--- config.mk ---
export PLATFORM = sky130hd
export DESIGN_NAME = ecc_sector_check
export DESIGN_NICKNAME = d
export VERILOG_FILES = /design/src/rtl/ecc_chk_pkg.sv /design/src/rtl/ecc_syndrome.sv /design/src/rtl/ecc_classify.sv /design/src/rtl/ecc_byte_patch.sv /design/src/rtl/ecc_sector_check.sv
export SDC_FILE = /design/constraint.sdc
export NUM_CORES = 1
export LEC_CHECK = 0
export BUFFER_PORTS_ARGS = -buffer_cell sky130_fd_sc_hd__buf_2
export CORE_MARGIN = 2
export CORE_UTILIZATION = 51
export CTS_CLUSTER_DIAMETER = 40
export DETAILED_ROUTE_END_ITERATION = 16
export PLACE_DENSITY = 0.86
export REMOVE_ABC_BUFFERS = 1
export SLEW_MARGIN = 20
export SYNTH_ARGS = -nofsm -noshare
export SYNTH_HDL_FRONTEND = slang
export SYNTH_SLANG_ARGS = --single-unit
export TNS_END_PERCENT = 30
--- constraint.sdc ---
create_clock -name clk -period 2.5 [get_ports clk]
set_input_delay 0.375 -clock clk [delete_from_list [all_inputs] [get_ports clk]]
set_output_delay 0.375 -clock clk [all_outputs]
set_load 0.01 [all_outputs]
--- src/rtl/ecc_chk_pkg.sv ---
package ecc_chk_pkg;
  localparam int unsigned ECC_BYTES  = 3;
  localparam int unsigned BYTE_W     = 8;
  localparam int unsigned SYN_W      = ECC_BYTES * BYTE_W;
  localparam int unsigned LOC_W      = SYN_W / 2;
  localparam int unsigned OFS_W      = 9;
  localparam int unsigned BITNUM_W   = LOC_W - OFS_W;

  typedef enum logic [1:0] {
    ST_CLEAN    = 2'b00,
    ST_DATA_FIX = 2'b01,
    ST_ECC_ONLY = 2'b10,
    ST_FATAL    = 2'b11
  } ecc_status_e;
endpackage

--- src/rtl/ecc_syndrome.sv ---
module ecc_syndrome
  import ecc_chk_pkg::*;
#(
  parameter int unsigned NBYTES = ECC_BYTES,
  parameter int unsigned BW     = BYTE_W
) (
  input  logic [NBYTES*BW-1:0] stored,
  input  logic [NBYTES*BW-1:0] calc,
  output logic [NBYTES*BW-1:0] syn,
  output logic                 blank
);
  logic [NBYTES-1:0] byte_ones;

  for (genvar k = 0; k < NBYTES; k++) begin : g_byte
    assign syn[k*BW +: BW] = stored[k*BW +: BW] ^ calc[k*BW +: BW];
    assign byte_ones[k]    = &stored[k*BW +: BW];
  end

  assign blank = &byte_ones;
endmodule

--- src/rtl/ecc_classify.sv ---
module ecc_classify
  import ecc_chk_pkg::*;
#(
  parameter int unsigned SW = SYN_W,
  parameter int unsigned OW = OFS_W
) (
  input  logic [SW-1:0]           syn,
  input  logic                    blank,
  output ecc_status_e             verdict,
  output logic [OW-1:0]           ofs,
  output logic [SW/2-OW-1:0]      bitnum
);
  localparam int unsigned NPAIR = SW / 2;

  logic [NPAIR-1:0] pair_ok;
  logic [NPAIR-1:0] loc;
  logic             all_pairs;
  logic             is_zero;
  logic             one_hot;

  for (genvar i = 0; i < NPAIR; i++) begin : g_pair
    assign pair_ok[i] = syn[2*i+1] ^ syn[2*i];
    assign loc[i]     = syn[2*i+1];
  end

  assign all_pairs = &pair_ok;
  assign is_zero   = (syn == '0);
  assign one_hot   = !is_zero && ((syn & (syn - 1'b1)) == '0);
  assign ofs       = loc[OW-1:0];
  assign bitnum    = loc[NPAIR-1:OW];

  always_comb begin
    if (is_zero || blank)  verdict = ST_CLEAN;
    else if (all_pairs)    verdict = ST_DATA_FIX;
    else if (one_hot)      verdict = ST_ECC_ONLY;
    else                   verdict = ST_FATAL;
  end
endmodule

--- src/rtl/ecc_byte_patch.sv ---
module ecc_byte_patch
  import ecc_chk_pkg::*;
#(
  parameter int unsigned OW = OFS_W,
  parameter int unsigned BNW = BITNUM_W,
  parameter int unsigned BW = BYTE_W
) (
  input  logic        fix_armed,
  input  logic [OW-1:0]  fix_ofs,
  input  logic [BNW-1:0] fix_bit,
  input  logic [OW-1:0]  cur_ofs,
  input  logic [BW-1:0]  din,
  output logic [BW-1:0]  dout
);
  logic [BW-1:0] mask;

  always_comb begin
    mask = '0;
    if (fix_armed && (cur_ofs == fix_ofs)) mask[fix_bit] = 1'b1;
  end

  assign dout = din ^ mask;
endmodule

--- src/rtl/ecc_sector_check.sv ---
module ecc_sector_check
  import ecc_chk_pkg::*;
(
  input  logic                clk,
  input  logic                rst_n,
  input  logic                chk_valid,
  input  logic [SYN_W-1:0]    stored_ecc,
  input  logic [SYN_W-1:0]    calc_ecc,
  output logic                res_valid,
  output logic [1:0]          status,
  output logic [OFS_W-1:0]    err_byte,
  output logic [BITNUM_W-1:0] err_bit,
  input  logic [OFS_W-1:0]    patch_idx,
  input  logic [BYTE_W-1:0]   patch_in,
  output logic [BYTE_W-1:0]   patch_out
);
  // reset: asserted asynchronously, released on a clock edge
  logic [1:0] rst_pipe;
  logic       rst_int_n;

  always_ff @(posedge clk or negedge rst_n) begin
    if (!rst_n) rst_pipe <= 2'b00;
    else        rst_pipe <= {rst_pipe[0], 1'b1};
  end
  assign rst_int_n = rst_pipe[1];

  logic [SYN_W-1:0]    syn;
  logic                blank;
  ecc_status_e         verdict;
  logic [OFS_W-1:0]    ofs_c;
  logic [BITNUM_W-1:0] bit_c;

  ecc_syndrome u_syn (
    .stored (stored_ecc),
    .calc   (calc_ecc),
    .syn    (syn),
    .blank  (blank)
  );

  ecc_classify u_cls (
    .syn     (syn),
    .blank   (blank),
    .verdict (verdict),
    .ofs     (ofs_c),
    .bitnum  (bit_c)
  );

  ecc_status_e         st_q, st_d;
  logic [OFS_W-1:0]    ofs_q, ofs_d;
  logic [BITNUM_W-1:0] bit_q, bit_d;
  logic                vld_q, vld_d;

  always_comb begin
    vld_d = chk_valid;
    st_d  = st_q;
    ofs_d = ofs_q;
    bit_d = bit_q;
    if (chk_valid) begin
      st_d  = verdict;
      ofs_d = ofs_c;
      bit_d = bit_c;
    end
  end

  always_ff @(posedge clk or negedge rst_int_n) begin
    if (!rst_int_n) begin
      vld_q <= 1'b0;
      st_q  <= ST_CLEAN;
      ofs_q <= '0;
      bit_q <= '0;
    end else begin
      vld_q <= vld_d;
      if (chk_valid) begin
        st_q  <= st_d;
        ofs_q <= ofs_d;
        bit_q <= bit_d;
      end
    end
  end

  assign res_valid = vld_q;
  assign status    = st_q;
  assign err_byte  = ofs_q;
  assign err_bit   = bit_q;

  ecc_byte_patch u_patch (
    .fix_armed (st_q == ST_DATA_FIX),
    .fix_ofs   (ofs_q),
    .fix_bit   (bit_q),
    .cur_ofs   (patch_idx),
    .din       (patch_in),
    .dout      (patch_out)
  );
endmodule

==> After elaboration in Yosys (flattened, before gate mapping) <==
Index checks and enable logic that the tools add are counted.
{ "op_classes": {"n_lt_le_gt_ge": 2, "muxes": 6, "reduce_logical": 9, "bitwise_logic": 17, "n_eq_ne": 2, "add_sub_neg": 1} }
{ "ops": {"columns": ["op", "n"], "rows": [
  ["logical NOT 24 bit", 2],
  ["XOR 8 bit", 4],
  ["bitwise AND 24 bit", 1],
  ["AND reduction 24 bit", 1],
  ["subtractor 24 x 1 -> 24 bit (second input constant)", 1],
  ["AND reduction 12 bit", 1],
  ["XOR 1 bit", 12],
  ["== test 9 bit", 1],
  ["two-way mux 8 bit", 1],
  ["less-than comparator 3 x 4 -> 1 bit (second input constant)", 1],
  ["two-way mux 2 bit", 2],
  ["demux 1 bit (select 3 bit)", 1],
  ["greater-or-equal comparator 3 x 1 -> 1 bit (second input constant)", 1],
  ["logical AND 1 bit", 3],
  ["== test 2 x 1 -> 1 bit (second input constant)", 1],
  ["two-way mux 1 bit", 2],
  ["logical NOT 1 bit", 1],
  ["logical OR 1 bit", 1]
]} }
{ "word_totals": {"input_bits": 68, "regBits": 17} }

==> Longest topological paths before layout <==
{ "depth": {"word_depth": 8, "mapped_depth": 10, "ltp_nobuf": 10} }

==> Cells and area by module <==
From an unflattened synthesis, not the netlist that was laid out.
{ "unflattened": {"hier_cells": 227, "area_unflattened_um2": 2078.2} }
{ "modules_own_cells": {"columns": ["module", "seq_area_each_um2", "cells_per_inst", "n_inst", "area_per_inst_um2"], "rows": [
  ["ecc_classify", 0.0, 124, 1, 863.3],
  ["ecc_sector_check", 425.4, 34, 1, 604.3],
  ["ecc_byte_patch", 0.0, 37, 1, 345.3],
  ["ecc_syndrome", 0.0, 32, 1, 265.3]
]} }

==> Worst setup path before layout <==
No wires, ideal clock.
{ "synth_timing": {"path_type": "input to register", "startpoint": "in calc_ecc[15]", "endpoint": "reg st_q[0], in the netlist status[0]", "t_required_ns": 2.376, "cell_stages": 8, "n_path_buf": 0, "setup_ns": 0.124, "arrival_time_ns": 2.054, "setup_slack_ns": 0.322, "path_cell_list": "xnor2_1 -> ha_1 -> nor2_1 -> a2111oi_4 -> o2111ai_1 -> nor4_1 -> nand4_1 -> o31a_1"} }
{ "synth_via": {"elab_chain_cells": 8, "elab_cells_between_ends": 13} }
{ "synth_rtl": {"columns": ["item", "line", "rtl"], "rows": [
  ["start: declaration", "ecc_sector_check.sv:8", "input logic [SYN_W-1:0] calc_ecc,"],
  ["XOR 8 bit *", "ecc_syndrome.sv:15", "assign syn[k*BW +: BW] = stored[k*BW +: BW] ^ calc[k*BW +: BW];"],
  ["subtractor 24 x 1 -> 24 bit", "ecc_classify.sv:28", "assign one_hot = !is_zero && ((syn & (syn - 1'b1)) == '0);"],
  ["bitwise AND 24 bit", "ecc_classify.sv:28", null],
  ["logical NOT 24 bit", "ecc_classify.sv:28", null],
  ["logical AND 1 bit", "ecc_classify.sv:28", null],
  ["two-way mux 1 bit", "ecc_classify.sv:35", "else if (one_hot) verdict = ST_ECC_ONLY;"],
  ["two-way mux 2 bit", "ecc_classify.sv:34", "else if (all_pairs) verdict = ST_DATA_FIX;"],
  ["two-way mux 2 bit *", "ecc_classify.sv:33", "if (is_zero || blank) verdict = ST_CLEAN;"],
  ["end signal: assignment", "ecc_sector_check.sv:74", "st_q <= st_d;"],
  ["end: declaration", "ecc_sector_check.sv:48", "ecc_status_e st_q, st_d;"]
]} }
Mark *: on every way between the ends. The rest lies on a longest branch, timed or not.
A chain may end at the register's enable or synchronous reset.

==> Worst setup path in the final report <==
{ "layout_timing": {"startpoint": "reg ofs_q[7], in the netlist err_byte[7]", "endpoint": "out patch_out[6]"} }
{ "layout_via": {"elab_chain_cells": 4} }
{ "layout_rtl": {"columns": ["item", "line", "rtl"], "rows": [
  ["start: declaration", "ecc_sector_check.sv:49", "logic [OFS_W-1:0] ofs_q, ofs_d;"],
  ["start signal: assignment", "ecc_sector_check.sv:75", "ofs_q <= ofs_d;"],
  ["== test 9 bit", "ecc_byte_patch.sv:19", "if (fix_armed && (cur_ofs == fix_ofs)) mask[fix_bit] = 1'b1;"],
  ["logical AND 1 bit", "ecc_byte_patch.sv:19", null],
  ["two-way mux 8 bit", "ecc_byte_patch.sv:19", null],
  ["XOR 8 bit", "ecc_byte_patch.sv:22", "assign dout = din ^ mask;"],
  ["end: declaration", "ecc_sector_check.sv:15", "output logic [BYTE_W-1:0] patch_out"]
]} }
Every way passes these cells.

==> flow_summary.json <==
{
  "cts_tree": "done",
  "vias": 2160,
  "multi_input_area_um2": 1511,
  "grt_pass1_vias": 1973,
  "arrival_ns": 1.92,
  "synth_commonest_cells": "nor2_1 (19), a21oi_1 (17), dfrtp_1 (17), xnor2_1 (17), ha_1 (16)",
  "worst_pin_slew_ns": 0.5629,
  "synth_area_um2": 1952,
  "finalCritPeriodShare": 0.9191,
  "synth_top_cell_by_area": "dfrtp_1",
  "numCtsBuffers": 3,
  "worstReg2RegEnd": "status[0]",
  "worst_ir_drop_vdd_uv": 174.4,
  "synth_edf_count": 0,
  "fin_worst_skew_ns": 0.003681,
  "post-route-util": 0.7321,
  "cts_buffer_depth": 2,
  "nets": 413,
  "synthFlopType": "dfrtp_1",
  "antenna_left": 0,
  "grt_max_degree": 27,
  "ys_seq_area_frac": 0.2179,
  "wl_per_cell_um": 14.28,
  "drtIter0Drc": 108,
  "cp-end-kind": "primary output",
  "setup_tns_ns": 0,
  "ff2ff_path_depth": 5,
  "synth.most_common_cell": "nor2_1",
  "cpMaxStageDelayCell": "dfrtp_1",
  "ctsHtreeMaxLevel": 1,
  "drive_above_1_share": 0.4360,
  "cts.clk_slew.worst_paths_ns": 0.06,
  "die_h_um": 65.87,
  "cp-start-kind": "register",
  "grt-ovfl-total": 0,
  "p_leak_nw": 1.226,
  "p_seq_frac": 0.324,
  "std_cell_rows": 22,
  "crit_chain": "xnor2_1 > nand4_1 > nor4_2 > nand3_2 > nor3b_2 > xor2_1 > buf_2",
  "track_usage": 0.2552,
  "crit_type": "register to primary output",
  "wl_met2_um": 2701,
  "syn_area_per_cell_um2": 8.954,
  "cap_violations": 0,
  "die_area_um2": 4338,
  "pwr-share-clk": 0.189,
  "dp_hpwl_um": 4618,
  "maxSlewViolCount": 0,
  "reg2reg_setup_slack_ns": 0.73,
  "met1_length_um": 2116,
  "root_buffer": "clkbuf_8",
  "fillers": 311,
  "fmax_mhz": 435.2,
  "clk_latency_ns": 0.25,
  "antennaDiodeCount": 0,
  "wl_um": 5368,
  "ioPinCount": 91,
  "internal_power_w": 0.0006617,
  "portBuffers": 90,
  "synthTopCellsByArea": "dfrtp_1 (22%), ha_1 (10%), xnor2_2 (10%)",
  "switching_share": 0.3730,
  "drc": 0,
  "reg2reg_from": "status[0]",
  "synth_seq_cells": 17,
  "slew-limit-headroom": 0.6247,
  "period_minus_slack_ns": 2.298,
  "timing.hold.ws_ns": 0.2308,
  "finalSetupViolCount": 0,
  "hold_viol": 0,
  "status": "finished clean",
  "cts.sinks": 17,
  "post-synth-top-area-fraction": 0.2179,
  "synth_cell_types": 49,
  "synthArstFlopShare": 1.000,
  "grt_antenna_before_repair": 0,
  "drtPass1Iterations": 4,
  "p_sw_w": 0.0003936,
  "critPathRequiredTime_ns": 2.12,
  "yosysWarnings": 0,
  "dr_wl_met3_um": 421,
  "cts_setup_buffers": 0,
  "core-area_um2": 3661,
  "start_util": 0.5332,
  "grt_pass1_wl_um": 8590,
  "min_path_type": "register to async pin",
  "p_per_area_nw_per_um2": 393.8,
  "top_layer_used": "met4",
  "globalplace.congestion": 0.9422,
  "areaGrowthSynthToFinish_pct": 37.31,
  "seq_area_um2": 425.4,
  "p_comb_frac": 0.487,
  "dieWidth_um": 65.87,
  "crit_fanout": 4,
  "synthCells": 218,
  "cpPeakStageDelay_ns": 0.42,
  "viasPerCell": 5.745
}
power groups by stage:
stage	clock network, W	logic, W	registers, W
2_1_floorplan	0	0.000260	0.000352
3_3_place_gp	0	0.000497	0.000344
3_5_place_dp	0	0.000502	0.000346
4_1_cts	0.000204	0.000506	0.000341
5_1_grt	0.000216	0.000561	0.000349
6_report	0.000199	0.000514	0.000342
worst max-delay path, delay by kind of cell, from the launching register on:
kind,cells,cell delay (ns)
simple gates,4,0.77
flops,1,0.42
xor+xnor,2,0.33
buf+inv,1,0.15
what timing repair did:
item | in CTS | in global routing
hold buffers | 1 | 0
hold endpoints to repair | 2 | 0
setup endpoints to repair | 0 | 4
gates resized for setup | 0 | 6
cells in the final DEF (no fill, tap or decap), drive strengths merged, types with 2 or more instances in the layout:
master / count
dfrtp: 17
a41oi: 4
buf: 110
nand2: 14
nor3b: 2
ha: 16
and2: 4
nor3: 3
inv: 6
a31o: 2
xor2: 10
nor2: 19
clkbuf: 3
a21oi: 18
nand3: 8
xnor2: 31
o211ai: 2
o21ai: 6
o31ai: 2
nor4: 5
nand3b: 3
and3: 4
nand4: 15
a31oi: 4
clkinv: 2
flip-flops by register name, indices dropped and copies added, names as in the netlist:
name and count:
status 2, err_bit 3, rst_pipe 2, res_valid 1, err_byte 9
routing by layer:
metal | up-vias | track usage
met5 | - | 0
met4 | 0 | 0.1146
met3 | 13 | 0.02385
met2 | 112 | 0.4545
met1 | 1009 | 0.3091
li1 | 1026 | -
metrics by stage:
stage / instances / area (um2) / total power [W] / worst slack (ns)
after floorplan: 213 / 1931 / 0.0006114 / 0.3221
after global placement: 371 / 2591 / 0.0008402 / 0.1588
after detailed placement: 371 / 2591 / 0.0008478 / 0.1077
after CTS: 376 / 2648 / 0.001051 / 0.07898
after global routing: 376 / 2680 / 0.001126 / -0.01902
final: 376 / 2680 / 0.001055 / 0.2022
layout make-up:
cell class              instances  share of cell area
repair buffers                111              0.2278
clock buffers                   3             0.01541
well taps                      48             0.02241
inverters                       7            0.009804
flip-flops and latches         17              0.1587
clock inverters                 1            0.001867
multi-input cells             189              0.5640
cells by family after synthesis:
kind of cell,share of synthesized area
AND/OR/NAND/NOR,0.2321
other,0.001921
XOR/XNOR,0.2494
AO/OA/AOI/OAI,0.1718
adder cells (fa/ha/maj),0.1026
flip-flops,0.2179
buffers and inverters,0.02436
worst max path at each step:
stage / from / endpoint / slack (ns) / depth (start not counted)
after floorplan: calc_ecc[15] / status[0] / 0.32 / 8
after global placement: calc_ecc[16] / status[0] / 0.16 / 9
after detailed placement: calc_ecc[18] / status[0] / 0.11 / 11
after CTS: err_byte[7] / patch_out[3] / 0.08 / 7
after global routing: err_byte[7] / patch_out[6] / -0.02 / 7
final: err_byte[7] / patch_out[6] / 0.20 / 7
Note: power is estimated with default switching activity, not from simulation.
